`config.mk`:
```
export PLATFORM = sky130hd
export DESIGN_NAME = trig_window_wdog
export DESIGN_NICKNAME = d
export VERILOG_FILES = /design/src/rtl/wdw_pkg.sv /design/src/rtl/wdw_trig_sync.sv /design/src/rtl/wdw_interval_ctr.sv /design/src/rtl/wdw_window_judge.sv /design/src/rtl/wdw_score.sv /design/src/rtl/trig_window_wdog.sv
export SDC_FILE = /design/constraint.sdc
export NUM_CORES = 1
export LEC_CHECK = 0
export CAP_MARGIN = 15
export CORE_MARGIN = 4
export CORE_UTILIZATION = 40
export CTS_BUF_LIST = sky130_fd_sc_hd__clkbuf_4 sky130_fd_sc_hd__clkbuf_8
export DETAILED_ROUTE_END_ITERATION = 7
export PLACE_DENSITY = 0.59
export SETUP_SLACK_MARGIN = 0.1
export SLEW_MARGIN = 10
export SYNTH_ARGS = -nofsm -noshare
export SYNTH_HDL_FRONTEND = slang
export SYNTH_HIERARCHICAL = 1
export SYNTH_SLANG_ARGS = --single-unit
```
`constraint.sdc`:
```
create_clock -name clk_i -period 3.26 [get_ports clk_i]
set_input_delay 0.326 -clock clk_i [delete_from_list [all_inputs] [get_ports clk_i]]
set_output_delay 0.326 -clock clk_i [all_outputs]
set_load 0.02 [all_outputs]
```
`src/rtl/wdw_pkg.sv`:
```
package wdw_pkg;
  typedef enum logic [1:0] {
    VERDICT_NONE = 2'd0,
    VERDICT_GOOD = 2'd1,
    VERDICT_BAD  = 2'd2
  } verdict_e;
endpackage

```
`src/rtl/wdw_trig_sync.sv`:
```
module wdw_trig_sync #(
  parameter int STAGES = 2
) (
  input  logic clk_i,
  input  logic rst_ni,
  input  logic trig_i,
  output logic edge_o
);
  logic [STAGES-1:0] sync_q;
  logic              prev_q;

  generate
    for (genvar g = 0; g < STAGES; g++) begin : g_stage
      if (g == 0) begin : g_first
        always_ff @(posedge clk_i or negedge rst_ni) begin
          if (!rst_ni) sync_q[g] <= 1'b0;
          else         sync_q[g] <= trig_i;
        end
      end else begin : g_next
        always_ff @(posedge clk_i or negedge rst_ni) begin
          if (!rst_ni) sync_q[g] <= 1'b0;
          else         sync_q[g] <= sync_q[g-1];
        end
      end
    end
  endgenerate

  always_ff @(posedge clk_i or negedge rst_ni) begin
    if (!rst_ni) prev_q <= 1'b0;
    else         prev_q <= sync_q[STAGES-1];
  end

  assign edge_o = sync_q[STAGES-1] & ~prev_q;
endmodule

```
`src/rtl/wdw_interval_ctr.sv`:
```
module wdw_interval_ctr #(
  parameter int CW      = 8,
  parameter int SAT     = 251,
  parameter int TIMEOUT = 250
) (
  input  logic          clk_i,
  input  logic          rst_ni,
  input  logic          clear_i,
  input  logic          edge_i,
  input  logic          tick_i,
  output logic [CW-1:0] count_o,
  output logic          timeout_o
);
  localparam logic [CW-1:0] SatVal = CW'(SAT);
  localparam logic [CW-1:0] ToVal  = CW'(TIMEOUT);

  logic [CW-1:0] count_q;

  always_ff @(posedge clk_i or negedge rst_ni) begin
    if (!rst_ni)                       count_q <= '0;
    else if (clear_i || edge_i)        count_q <= '0;
    else if (tick_i && count_q != SatVal) count_q <= count_q + 1'b1;
  end

  assign count_o   = count_q;
  assign timeout_o = (count_q >= ToVal);
endmodule

```
`src/rtl/wdw_window_judge.sv`:
```
module wdw_window_judge
  import wdw_pkg::*;
#(
  parameter int CW     = 8,
  parameter int WIN_LO = 80,
  parameter int WIN_HI = 170,
  parameter int SHIFT  = 1
) (
  input  logic          edge_i,
  input  logic          ok_i,
  input  logic [CW-1:0] count_i,
  output verdict_e      verdict_o
);
  localparam logic [CW-1:0] LoNok = CW'(WIN_LO);
  localparam logic [CW-1:0] HiNok = CW'(WIN_HI);
  localparam logic [CW-1:0] LoOk  = CW'(WIN_LO - SHIFT);
  localparam logic [CW-1:0] HiOk  = CW'(WIN_HI - SHIFT);

  logic [CW-1:0] lo, hi;

  // hysteresis: window moves earlier by SHIFT while OK is held
  always_comb begin
    lo = ok_i ? LoOk : LoNok;
    hi = ok_i ? HiOk : HiNok;
    if (!edge_i)                         verdict_o = VERDICT_NONE;
    else if (count_i >= lo && count_i <= hi) verdict_o = VERDICT_GOOD;
    else                                 verdict_o = VERDICT_BAD;
  end
endmodule

```
`src/rtl/wdw_score.sv`:
```
module wdw_score
  import wdw_pkg::*;
#(
  parameter int SCORE_MAX = 3,
  localparam int SW = $clog2(SCORE_MAX + 1)
) (
  input  logic          clk_i,
  input  logic          rst_ni,
  input  logic          clear_i,
  input  verdict_e      verdict_i,
  output logic [SW-1:0] score_o,
  output logic          ok_o
);
  localparam logic [SW-1:0] Top = SW'(SCORE_MAX);
  localparam logic [SW-1:0] One = SW'(1);

  logic [SW-1:0] score_q;
  logic          fault_q;

  always_ff @(posedge clk_i or negedge rst_ni) begin
    if (!rst_ni) begin
      score_q <= '0;
      fault_q <= 1'b1;
    end else if (clear_i) begin
      score_q <= '0;
      fault_q <= 1'b1;
    end else begin
      case (verdict_i)
        VERDICT_GOOD: if (score_q != Top) begin
          score_q <= score_q + 1'b1;
          if (score_q == Top - One) fault_q <= 1'b0;
        end
        VERDICT_BAD: if (score_q != '0) begin
          score_q <= score_q - 1'b1;
          if (score_q == One) fault_q <= 1'b1;
        end
        default: ;
      endcase
    end
  end

  assign score_o = score_q;
  assign ok_o    = ~fault_q;
endmodule

```
`src/rtl/trig_window_wdog.sv`:
```
module trig_window_wdog
  import wdw_pkg::*;
#(
  parameter int SYNC_STAGES = 2,
  parameter int WIN_LO      = 80,
  parameter int WIN_HI      = 170,
  parameter int WIN_SHIFT   = 1,
  parameter int TIMEOUT     = 250,
  parameter int SCORE_MAX   = 3
) (
  input  logic                           clk_i,
  input  logic                           rst_ni,
  input  logic                           tick_i,
  input  logic                           trig_i,
  input  logic                           sync_rst_i,
  input  logic                           osc_err_i,
  output logic                           ok_o,
  output logic [$clog2(SCORE_MAX+1)-1:0] score_o
);
  localparam int SatCount = TIMEOUT + 1;
  localparam int CW       = $clog2(SatCount + 1);

  logic          trig_edge;
  logic [CW-1:0] count;
  logic          timeout;
  logic          score_clear;
  verdict_e      verdict;

  wdw_trig_sync #(.STAGES(SYNC_STAGES)) u_sync (
    .clk_i (clk_i),
    .rst_ni(rst_ni),
    .trig_i(trig_i),
    .edge_o(trig_edge)
  );

  wdw_interval_ctr #(.CW(CW), .SAT(SatCount), .TIMEOUT(TIMEOUT)) u_ctr (
    .clk_i    (clk_i),
    .rst_ni   (rst_ni),
    .clear_i  (sync_rst_i),
    .edge_i   (trig_edge),
    .tick_i   (tick_i),
    .count_o  (count),
    .timeout_o(timeout)
  );

  wdw_window_judge #(.CW(CW), .WIN_LO(WIN_LO), .WIN_HI(WIN_HI), .SHIFT(WIN_SHIFT)) u_judge (
    .edge_i   (trig_edge),
    .ok_i     (ok_o),
    .count_i  (count),
    .verdict_o(verdict)
  );

  assign score_clear = sync_rst_i | osc_err_i | timeout;

  wdw_score #(.SCORE_MAX(SCORE_MAX)) u_score (
    .clk_i    (clk_i),
    .rst_ni   (rst_ni),
    .clear_i  (score_clear),
    .verdict_i(verdict),
    .score_o  (score_o),
    .ok_o     (ok_o)
  );
endmodule

```
### Yosys cells after proc, flatten, opt, wreduce, memory -nomap -nowiden

Index checks and enable logic that the tools add are counted.

| cells by class | value |
|---|---|
| add/sub/neg operators | 3 |
| bitwise gates (word level) | 5 |
| multiplexer cells | 16 |
| equal/unequal tests | 10 |
| reduce and logical (&&, ||, !) cells | 8 |
| order comparisons | 3 |

Operator list:

| kind | number |
|---|---|
| $mux 8 | 2 |
| $mux 2 | 6 |
| $ne 3x2->1 const B | 4 |
| $add 8x1->8 const B | 1 |
| $ge 8x8->1 | 1 |
| $ge 8x8->1 const B | 1 |
| $le 8x8->1 | 1 |
| $ne 8x8->1 const B | 1 |
| $mux 1 | 5 |
| $mux 5 | 1 |
| $reduce_and 5->1 | 1 |
| $eq 2x1->1 const B | 2 |
| $eq 2x2->1 const B | 2 |
| $pmux 2 s2 | 1 |
| $reduce_bool 2->1 | 2 |
| $reduce_and 3->1 | 1 |
| $reduce_bool 3->1 | 1 |
| $add 2x1->2 const B | 1 |
| $logic_and 1x1->1 | 2 |
| $ne 2x2->1 const B | 1 |
| $not 1->1 | 2 |
| $or 1x1->1 | 2 |
| $pmux 1 s2 | 1 |
| $sub 2x1->2 const B | 1 |
| 2 further kinds | 2 |

| word-level totals | value |
|---|---|
| bits in registers | 14 |
| word-level logic and storage cells | 51 |
| bits of input ports | 6 |

### Logic depth before layout (Yosys ltp)

| logic depth | value |
|---|---|
| word-level depth | 8 |
| gate-level depth with buffers | 10 |
| depth with buffers taken out | 10 |

### By module

The synthesis kept the hierarchy.

By module, submodules not included:

| module | cells each | area each (um^2) | times used |
|---|---|---|---|
| wdw_interval_ctr | 47 | 446.7 | 1 |
| wdw_score | 24 | 246.5 | 1 |
| wdw_window_judge | 27 | 212.7 | 1 |
| wdw_trig_sync | 4 | 88.8 | 1 |
| trig_window_wdog | 1 | 6.3 | 1 |

### Worst setup path after synthesis

Ideal clock, no wire load.

| timing path | value |
|---|---|
| kind | reg-to-reg |
| start | register u_score.fault_q |
| end | register u_score.score_q[0] (netlist: u_score/score_o[0]) |
| library setup time | 0.086 ns |
| period minus slack after synthesis | 2.807 ns |
| arrival | 2.721 ns |
| stages on the path, launching flop included | 11 |
| setup slack | 0.453 ns |
| path through | dfstp_2 -> inv_1 -> inv_1 -> ha_1 -> nor2b_2 -> o211ai_1 -> a311oi_1 -> o41ai_1 -> nor3b_1 -> nor3_1 -> nor3_1 |

| on the way | value |
|---|---|
| cells in the longest elaborated chain, start to end | 8 |
| elaborated cells between the ends (all ways) | 15 |
| those cells by class | order compare (2); eq/ne (4); mux (6); reduce/logical (3) |

Ends and longest elaborated chain:

| what | RTL line | RTL |
|---|---|---|
| start: declaration | wdw_score.sv:18 | `logic fault_q;` |
| start signal: assignment | wdw_score.sv:23 | `fault_q <= 1'b1;` |
| start signal: assignment | wdw_score.sv:26 | `fault_q <= 1'b1;` |
| start signal: assignment | wdw_score.sv:31 | `if (score_q == Top - One) fault_q <= 1'b0;` |
| $mux 5 / $mux 2 (equally long branches) | wdw_window_judge.sv:23, wdw_window_judge.sv:24 |  |
| $ge 8x8->1 / $le 8x8->1 (equally long branches) | wdw_window_judge.sv:26 | `else if (count_i >= lo && count_i <= hi) verdict_o = VERDICT_GOOD;` |
| $logic_and 1x1->1 * | wdw_window_judge.sv:26 |  |
| $mux 2 * | wdw_window_judge.sv:26 |  |
| $mux 2 * | wdw_window_judge.sv:25 | `if (!edge_i) verdict_o = VERDICT_NONE;` |
| net verdict[1] | trig_window_wdog.sv:27 | `verdict_e verdict;` |
| $eq 2x2->1 / $eq 2x1->1 (equally long branches) | wdw_score.sv:28 | `case (verdict_i)` |
| $ne 3x2->1 (no source line), or another cell as far along | -- |  |
| $reduce_and 3->1 (no source line) / $mux 2 (equally long branches) | -- |  |
| end signal: assignment | wdw_score.sv:30 | `score_q <= score_q + 1'b1;` |
| end signal: assignment | wdw_score.sv:34 | `score_q <= score_q - 1'b1;` |
| end: declaration | wdw_score.sv:17 | `logic [SW-1:0] score_q;` |

Mark *: on every way through the listed nets, which the timed path passes. The rest lies on a longest branch.
A chain may end at the register's enable or synchronous reset.

### Worst setup path after layout

| timing path | value |
|---|---|
| start | register u_score.fault_q |
| end | register u_score.fault_q |

| on the way | value |
|---|---|
| cells in the longest elaborated chain, start to end | 8 |
| elaborated cells between the ends (all ways) | 17 |
| those cells by class | order compare (2); eq/ne (6); mux (6); reduce/logical (3) |

Ends and longest elaborated chain:

| what | RTL line |
|---|---|
| $mux 5 / $mux 2 (equally long branches) | wdw_window_judge.sv:23, wdw_window_judge.sv:24 |
| $ge 8x8->1 / $le 8x8->1 (equally long branches) | wdw_window_judge.sv:26 |
| $logic_and 1x1->1 * | wdw_window_judge.sv:26 |
| $mux 2 * | wdw_window_judge.sv:26 |
| $mux 2 * | wdw_window_judge.sv:25 |
| net verdict[0] | trig_window_wdog.sv:27 |
| $eq 2x2->1 / $eq 2x1->1 (equally long branches) | wdw_score.sv:28 |
| $ne 3x2->1 (no source line), or another cell as far along | -- |
| $reduce_and 5->1 (no source line) / $mux 1 (equally long branches) | -- |

Marks and branches as above.

==> flow_metrics.env <==
export IMPL_run_status="complete, no violations"
export IMPL_cts_sinks=14
export IMPL_busiest_layer="met2"
export IMPL_power_leakage_nw=0.497
export IMPL_design_die_area_um2=3370
export IMPL_layout_commonest_cell="dfrtp_1"
export IMPL_finalCritPeriodShare_pct=80.7
export IMPL_max_slew_margin_pct=57.2
export IMPL_cts_root_buf="clkbuf_4"
export IMPL_syn_area_um2=1000
export IMPL_synth_fp_nets=121
export IMPL_use_met3_pct=2.23
export IMPL_p_per_area_nw_per_um2=293
export IMPL_vias_per_cell=5.76
export IMPL_path_max_fanout=6
export IMPL_synth_seq_cells=14
export IMPL_most_common_layout_cells="dfrtp_1, ha_1, inv_1, nand2_1, clkdlybuf4s50_1"
export IMPL_end_kind="register"
export IMPL_wl_per_cell_um=14.0
export IMPL_io_pins=9
export IMPL_grt_usage_pct=13.2
export IMPL_grt_pass1_wl_mm=3.46
export IMPL_globalplace_congestion=0.816
export IMPL_initial_core_util_pct=43.6
export IMPL_grt_max_degree=15
export IMPL_finalCriticalPeriod_ps=2630
export IMPL_synth_area_per_cell_um2=9.72
export IMPL_vias=824
export IMPL_ys_flop_type="dfrtp_1"
export IMPL_met1_usage_pct=18.7
export IMPL_core_rowCount=17
export IMPL_place_inst=139
export IMPL_layout_cells_non_filler=143
export IMPL_crit_type="register to register"
export IMPL_synth_largest_area_cell="dfrtp_1"
export IMPL_cts_htree_levels=1
export IMPL_area_growth_pct=15.5
export IMPL_ir_drop_v=0.000245
export IMPL_grt_pass1_vias=763
export IMPL_drive_gt1_share_pct=11.3
export IMPL_ys_async_sr_fraction_pct=100
export IMPL_cts_tree="done"
export IMPL_hold_class="register to register"
export IMPL_finalHoldViolations=0
export IMPL_arrival_ps=2850
export IMPL_ys_seq_area_share_pct=35.1
export IMPL_synth_edff_count=0
export IMPL_max_freq_mhz=380
export IMPL_nets=134
export IMPL_worst_pin_slew_ps=639
export IMPL_grt_ovfl_total=0
export IMPL_worstPathRequired_ps=3470
export IMPL_antenna_found_initial=0
export IMPL_cts_setup_buffers=0
export IMPL_io_buffers=8
export IMPL_cts_resized=0
export IMPL_antennaDiodeCount=0
export IMPL_start_kind="register"
export IMPL_cap_violations=0
export IMPL_dp_final_hpwl_mm=1.48
export IMPL_synth_top_area_share_pct=32.5
export IMPL_clock_latency_ps=280
export IMPL_gr_usage_met2_pct=20.3
export IMPL_fp_coreArea_um2=2300
export IMPL_die_y_um=58.0
export IMPL_drtPass1Iterations=4
export IMPL_clk_pin_slew_ps=100
export IMPL_grt_setup_unrepaired="no"
export IMPL_drv_slew=0
export IMPL_drc_errors=0
export IMPL_fin_skew_ps=7.03
export IMPL_tns_ps=0
export IMPL_synth_cells=103
export IMPL_holdBufCountCts=0
export IMPL_yosysWarnings=6
export IMPL_drt_iter0_markers=14
export IMPL_design_area_um2=1160
export IMPL_die_w_um=58.0
export IMPL_wl_mm=2.00
export IMPL_dpl_cell_area_um2=1120
export IMPL_cts_inserted_buffers=3
export IMPL_synthDistinctLibCells=38
export IMPL_cts_buffer_depth=2
export IMPL_synthTopCellsByArea="dfrtp_1, ha_1, inv_1, nand2_1, or3_1"
export IMPL_ant_nets=0
export IMPL_setup_viol=0
## synth_stat cells, types with 2 or more instances
library cell and instances:
dfrtp_1 13, ha_1 12, inv_1 9, nand2_1 9, a21oi_1 5, nor2_1 5, o21ai_0 5, or3_1 5
a211o_1 2, a311oi_1 2, mux2i_1 2, nand3_1 2, nand4_1 2, nor3_1 2, o211ai_1 2, o21a_1 2
o311a_2 2, xor2_1 2
## sequential cells by signal (all words and copies together), names as in the netlist
signal / cells
u_score/score_o: 2
u_score/fault_q: 1
u_sync/sync_q: 2
u_ctr/count_o: 8
u_sync/prev_q: 1
## path summary, 6_finish.rpt
path / from / to / slack, ps / cells after the start
hold / removal: u_sync/sync_q[0]$_DFF_PN0_ / u_sync/sync_q[1]$_DFF_PN0_ / 360 / 0
setup / recovery: u_score/fault_q$_DFFE_PN1P_ / u_score/fault_q$_DFFE_PN1P_ / 630 / 10
hold reg to reg: u_sync/sync_q[0]$_DFF_PN0_ / u_sync/sync_q[1]$_DFF_PN0_ / 360 / 0
setup reg to reg: u_score/fault_q$_DFFE_PN1P_ / u_score/fault_q$_DFFE_PN1P_ / 630 / 10
max in group asynchronous: rst_ni / u_ctr/count_o[0]$_DFFE_PN0P_ / 2410 / 1
min in group asynchronous: rst_ni / u_score/score_o[0]$_DFFE_PN0P_ / 430 / 1
## metrics by stage
stage	hold WS [ps]	power, mW	utilization (%)	setup WS [ps]
finish	356	0.339	50.3	628
global route	377	0.359	50.3	389
CTS	360	0.345	50.3	619
detailed placement	339	0.215	48.7	637
global placement	337	0.215	48.7	709
floorplan	30.4	0.200	-	453
## worst max-delay path, cell delays in order (launching register included)
cell	delay [ps]
dfstp_2	380
inv_1	120
inv_1	100
ha_1	330
nor2b_2	150
o211ai_1	80
a311oi_1	420
o311a_1	330
nor3b_4	250
nand2_1	70
a221o_1	340
## where the power goes
part | switching, mW | internal (mW)
Clock | 0.0592 | 0.0678
Sequential | 0.00414 | 0.177
Combinational | 0.0159 | 0.0147
Total | 0.0792 | 0.259
## layer usage
| metal | up-vias | wire length, µm |
|---|---|---|
| li1 | 412 | - |
| met1 | 396 | 1000 |
| met2 | 14 | 918 |
| met3 | 2 | 62 |
| met4 | 0 | 16 |
| met5 | - | 0 |
## cells by family after synthesis
logic type | synth area share [%]
buf+inv | 3.75
xor+xnor | 1.75
fa+ha+maj | 15.0
simple gates | 23.8
mux | 2.00
compound gates | 18.6
flops | 35.1
## cell type report
type | instances | area, µm²
clock buffer | 4 | 36.3
inverter | 9 | 33.8
tap | 28 | 35.0
sequential | 14 | 352
fill | 223 | 1140
multi-input combinational | 79 | 612
timing repair buffer | 9 | 87.6
(Power assumes the default switching activity.)
